**config.mk**
```make
export PLATFORM = sky130hd
export DESIGN_NAME = flash_err_guard
export DESIGN_NICKNAME = d
export VERILOG_FILES = /design/src/rtl/fe_pkg.sv /design/src/rtl/fe_event_qual.sv /design/src/rtl/fe_status_reg.sv /design/src/rtl/fe_read_port.sv /design/src/rtl/flash_err_guard.sv
export SDC_FILE = /design/constraint.sdc
export NUM_CORES = 1
export LEC_CHECK = 0
export ABC_CLOCK_PERIOD_IN_PS = 1300
export BUFFER_PORTS_ARGS = -buffer_cell sky130_fd_sc_hd__buf_2
export CAP_MARGIN = 20
export CORE_MARGIN = 4
export CORE_UTILIZATION = 39
export CTS_CLUSTER_DIAMETER = 40
export DETAILED_ROUTE_END_ITERATION = 8
export MAX_ROUTING_LAYER = met4
export PLACE_DENSITY = 0.84
export SYNTH_ARGS = -nofsm -noshare
export SYNTH_HDL_FRONTEND = slang
export SYNTH_SLANG_ARGS = --single-unit
```
**constraint.sdc**
```tcl
create_clock -name clk -period 1.3 [get_ports clk]
set_clock_uncertainty 0.15 [all_clocks]
set_input_delay 0.26 -clock clk [delete_from_list [all_inputs] [get_ports clk]]
set_output_delay 0.26 -clock clk [all_outputs]
set_load 0.03 [all_outputs]
```
**src/rtl/fe_pkg.sv**
```systemverilog
package fe_pkg;
  localparam int DATA_W = 8;
  localparam int RSV_W  = DATA_W - 1;

  typedef enum int {
    CAUSE_READ  = 0,
    CAUSE_EXC   = 1,
    CAUSE_SLEEP = 2,
    CAUSE_BUS   = 3
  } cause_e;
  localparam int N_CAUSE = 4;
endpackage

```
**src/rtl/fe_event_qual.sv**
```systemverilog
module fe_event_qual
  import fe_pkg::*;
#(
  parameter int EXC_W = 3,
  parameter logic [2**EXC_W-1:0] EXEMPT_MASK = 'hF
) (
  input  logic             pe_active,
  input  logic             rd_strobe,
  input  logic             rd_ram_overlap,
  input  logic             exc_start,
  input  logic [EXC_W-1:0] exc_code,
  input  logic             sleep_exec,
  input  logic             bus_release,
  output logic             set_evt
);
  logic [N_CAUSE-1:0] cause;
  logic               exc_counts;

  // An exception only counts when its code is not in the exempt set
  assign exc_counts = ~EXEMPT_MASK[exc_code];

  always_comb begin
    cause              = '0;
    cause[CAUSE_READ]  = rd_strobe & ~rd_ram_overlap;
    cause[CAUSE_EXC]   = exc_start & exc_counts;
    cause[CAUSE_SLEEP] = sleep_exec;
    cause[CAUSE_BUS]   = bus_release;
  end

  assign set_evt = pe_active & (|cause);
endmodule

```
**src/rtl/fe_status_reg.sv**
```systemverilog
module fe_status_reg
  import fe_pkg::*;
(
  input  logic             clk,
  input  logic             rst,
  input  logic             hw_stby,
  input  logic             sw_stby,
  input  logic             reg_we,
  input  logic [RSV_W-1:0] wdata_rsv,
  input  logic             set_evt,
  output logic             err_q,
  output logic [RSV_W-1:0] rsv_q,
  output logic             protect_q
);
  always_ff @(posedge clk) begin
    if (rst || hw_stby) begin
      err_q     <= 1'b0;
      rsv_q     <= '0;
      protect_q <= 1'b0;
    end else begin
      err_q     <= err_q | set_evt;
      protect_q <= err_q;
      if (sw_stby)     rsv_q <= '0;
      else if (reg_we) rsv_q <= wdata_rsv;
    end
  end
endmodule

```
**src/rtl/fe_read_port.sv**
```systemverilog
module fe_read_port
  import fe_pkg::*;
(
  input  logic              clk,
  input  logic              rst,
  input  logic              hw_stby,
  input  logic              flash_en,
  input  logic              err_q,
  input  logic [RSV_W-1:0]  rsv_q,
  output logic [DATA_W-1:0] rdata
);
  always_ff @(posedge clk) begin
    if (rst || hw_stby || !flash_en) rdata <= '0;
    else                            rdata <= {err_q, rsv_q};
  end
endmodule

```
**src/rtl/flash_err_guard.sv**
```systemverilog
module flash_err_guard
  import fe_pkg::*;
#(
  parameter int EXC_W = 3,
  parameter logic [2**EXC_W-1:0] EXEMPT_MASK = 'hF
) (
  input  logic              clk,
  input  logic              rst,
  input  logic              hw_stby,
  input  logic              sw_stby,
  input  logic              flash_en,
  input  logic              reg_we,
  input  logic [DATA_W-1:0] wdata,
  output logic [DATA_W-1:0] rdata,
  input  logic              pe_active,
  input  logic              rd_strobe,
  input  logic              rd_ram_overlap,
  input  logic              exc_start,
  input  logic [EXC_W-1:0]  exc_code,
  input  logic              sleep_exec,
  input  logic              bus_release,
  input  logic              pe_req_in,
  output logic              pe_req_out,
  output logic              protect
);
  logic             set_evt;
  logic             err_flag;
  logic [RSV_W-1:0] rsv_bits;

  fe_event_qual #(.EXC_W(EXC_W), .EXEMPT_MASK(EXEMPT_MASK)) u_qual (
    .pe_active      (pe_active),
    .rd_strobe      (rd_strobe),
    .rd_ram_overlap (rd_ram_overlap),
    .exc_start      (exc_start),
    .exc_code       (exc_code),
    .sleep_exec     (sleep_exec),
    .bus_release    (bus_release),
    .set_evt        (set_evt)
  );

  fe_status_reg u_reg (
    .clk       (clk),
    .rst       (rst),
    .hw_stby   (hw_stby),
    .sw_stby   (sw_stby),
    .reg_we    (reg_we),
    .wdata_rsv (wdata[RSV_W-1:0]),
    .set_evt   (set_evt),
    .err_q     (err_flag),
    .rsv_q     (rsv_bits),
    .protect_q (protect)
  );

  fe_read_port u_rd (
    .clk      (clk),
    .rst      (rst),
    .hw_stby  (hw_stby),
    .flash_en (flash_en),
    .err_q    (err_flag),
    .rsv_q    (rsv_bits),
    .rdata    (rdata)
  );

  assign pe_req_out = pe_req_in & ~protect;
endmodule

```
==> reports/qor.yml <==
run_status:
  status: "finished clean"
synthesis:
  syn_area_sq_um: 554
  ys_types: 14
  synth_cells: 50
  ys_warn_count: 0
  synthesis.nets: 74
  ys_ff_latch: 17
  yosys.area.top_type: "dfxtp_1"
  syn_area_per_cell_sq_um: 11.1
  synth.top_cells.by_area: "dfxtp_1 61%, mux2i_1 13%, and3_1 9.0%"
  yosysSeqAreaShare: 0.614
  synth_top_area_share: 0.614
sta:
  slew_headroom: 0.802
  hold_viol_final: 0
  finalSetupTns_ns: 0
  setup_ws_ns: 0.0368
  setup_violations: 0
  clock.fmax_ghz: 0.792
  slew_violations: 0
  post-route-min-period_ns: 1.26
  period_share: 0.972
  rsz0062_at_grt: "true"
  worst_pin_slew_ns: 0.297
cells_and_area:
  final_cell_mix: "29 x buf_2, 17 x dfxtp_1, 8 x and3_1"
  drive_gt1_frac: 0.427
  nets: 107
  final_common_cell: "buf_2"
  n_antenna_cell: 0
  area_growth_pct: 33.0
cts:
  root_buffer: "clkbuf_4"
  clkTransAtPathRegs_ns: 0.10
  htree_levels: 1
  clock-sinks: 17
  cts_max_path_buffers: 2
  clk-insertion-delay-late_ns: 0.27
  cts_buffers: 3
  ctsHoldBuffers: 0
  cts_tree: "yes"
power_and_ir_drop:
  power.internal_uw: 681
  power_leakage_nw: 0.404
  p_sw_frac: 0.221
  ir_worst_vdd_v: 0.000515
  power_density_nw_per_um2: 1190
  power.switching_uw: 193
  p_total_uw: 874
  combPwrFrac: 0.087
  clock_power_share: 0.305
  pwr-share-seq: 0.608
place:
  place_congestion: 0.640
  dp_hpwl_microns: 856
  io_buffer_count: 30
  place_ws_ns: 0.0958
global_routing:
  grt_pass1_vias: 406
  grt_remaining_overflow: 0
  grt_usage: 0.114
  grt_max_degree: 11
  grt_pass1_wl_microns: 1660
  antenna_found_initial: 0
worst_setup_path:
  cp_max_fo: 2
  critPathBufInv: 1
  criticalPathCategory: "reg2out"
  path_cells: "nor2b_1 > buf_4"
  crit_slowest_cell: "dfxtp_1"
  cp_top_family: "flip-flops"
  cp.required_ns: 0.89
  crit_path_end_kind: "output pin"
  arrival_ns: 0.85
  start_kind: "flip-flop"
  crit_path_max_incr_delay_ns: 0.32
hold_path:
  hp-class: "in2reg"
die:
  fp-row-count: 13
  die-width_microns: 45.7
  die_area_sq_um: 2090
  dieHeight_microns: 45.7
  io_pins: 34
  start_util: 0.421
  coreArea_sq_um: 1320
routing:
  avgRoutedWirePerCell_microns: 10.9
  firstDrtPassIters: 2
  num_vias: 443
  drt_iter0_markers: 6
  vias_per_cell: 4.57
  wl_microns: 1060
  ant_nets: 0
  drc: 0
run:
  drv_cap: 0
-- final cells by class --
type | count | area, sq um
Fill cell | 114 | 581
Sequential cell | 17 | 340
Multi-Input combinational cell | 30 | 194
Timing Repair Buffer | 30 | 153
Clock buffer | 3 | 22.5
Tap cell | 15 | 18.8
Clock inverter | 1 | 5.00
Inverter | 1 | 3.75
-- cell families after synthesis --
family,count (synthesis),share of synthesized area
buf+inv,3,0.0361
simple gates,19,0.183
flops,17,0.614
mux,7,0.126
compound gates,4,0.0406
-- cell usage after synthesis --
cell type  number
dfxtp_1        17
and3_1          8
mux2i_1         7
nor2_1          7
a21oi_1         2
a211oi_1        1
and2_1          1
buf_2           1
buf_6           1
inv_1           1
nor2_2          1
nor2b_1         1
o21ai_1         1
or3_1           1
-- worst reg2reg max path, delay by kind of cell, from the launching register on --
| family | cells | cell delay [ns] |
|---|---|---|
| flip-flops | 1 | 0.34 |
| AO/OA/AOI/OAI | 2 | 0.20 |
-- worst paths after layout --
path / slack (ns) / end / start / cells after the start
worst min-delay path: 0.06 / u_reg.rsv_q[0]$_SDFFE_PP0P_ / wdata[0] / 3
worst min register to register: 0.34 / u_rd.rdata[2]$_SDFF_PP0_ / u_reg.rsv_q[2]$_SDFFE_PP0P_ / 1
worst max register to register: 0.50 / u_reg.err_q$_SDFF_PP0_ / u_reg.err_q$_SDFF_PP0_ / 2
worst max-delay path: 0.04 / pe_req_out / u_reg.protect_q$_SDFF_PP0_ / 2
-- state kept, by name (all words and copies together), names as in the netlist --
register / flops
u_rd.rdata: 8
u_reg.err_q: 1
u_reg.protect_q: 1
u_reg.rsv_q: 7
-- layer usage --
layer  global-route usage  part of all wire
met1                0.119              0.42
met4               0.0852             0.018
met2                0.195              0.48
met3               0.0119             0.079
met5                    -                 0
-- power groups by stage --
stage	registers, mW	clock network [mW]	logic, mW
after floorplan	0.546	0	0.0362
after global placement	0.543	0	0.0729
after detailed placement	0.543	0	0.0754
after CTS	0.531	0.279	0.0767
after global routing	0.532	0.297	0.0842
final	0.531	0.267	0.0759
-- repair_timing --
item                       CTS  global route
setup endpoints to repair    1             1
gates cloned                 0             0
pin swaps                    0             0
hold endpoints to repair     0             0
gates resized for setup      1             0
buffers inserted             0             0
-- stage by stage --
stage | hold WS, ns | std cells | instance area (sq um) | utilization
floorplan | 0.257 | 50 | 554 | -
global placement | 0.314 | 93 | 707 | 0.537
detailed placement | 0.316 | 93 | 707 | 0.537
CTS | 0.0531 | 97 | 737 | 0.559
global route | 0.0726 | 97 | 737 | 0.559
finish | 0.0585 | 97 | 737 | 0.559
No activity file was read; power rests on OpenSTA's default activity.
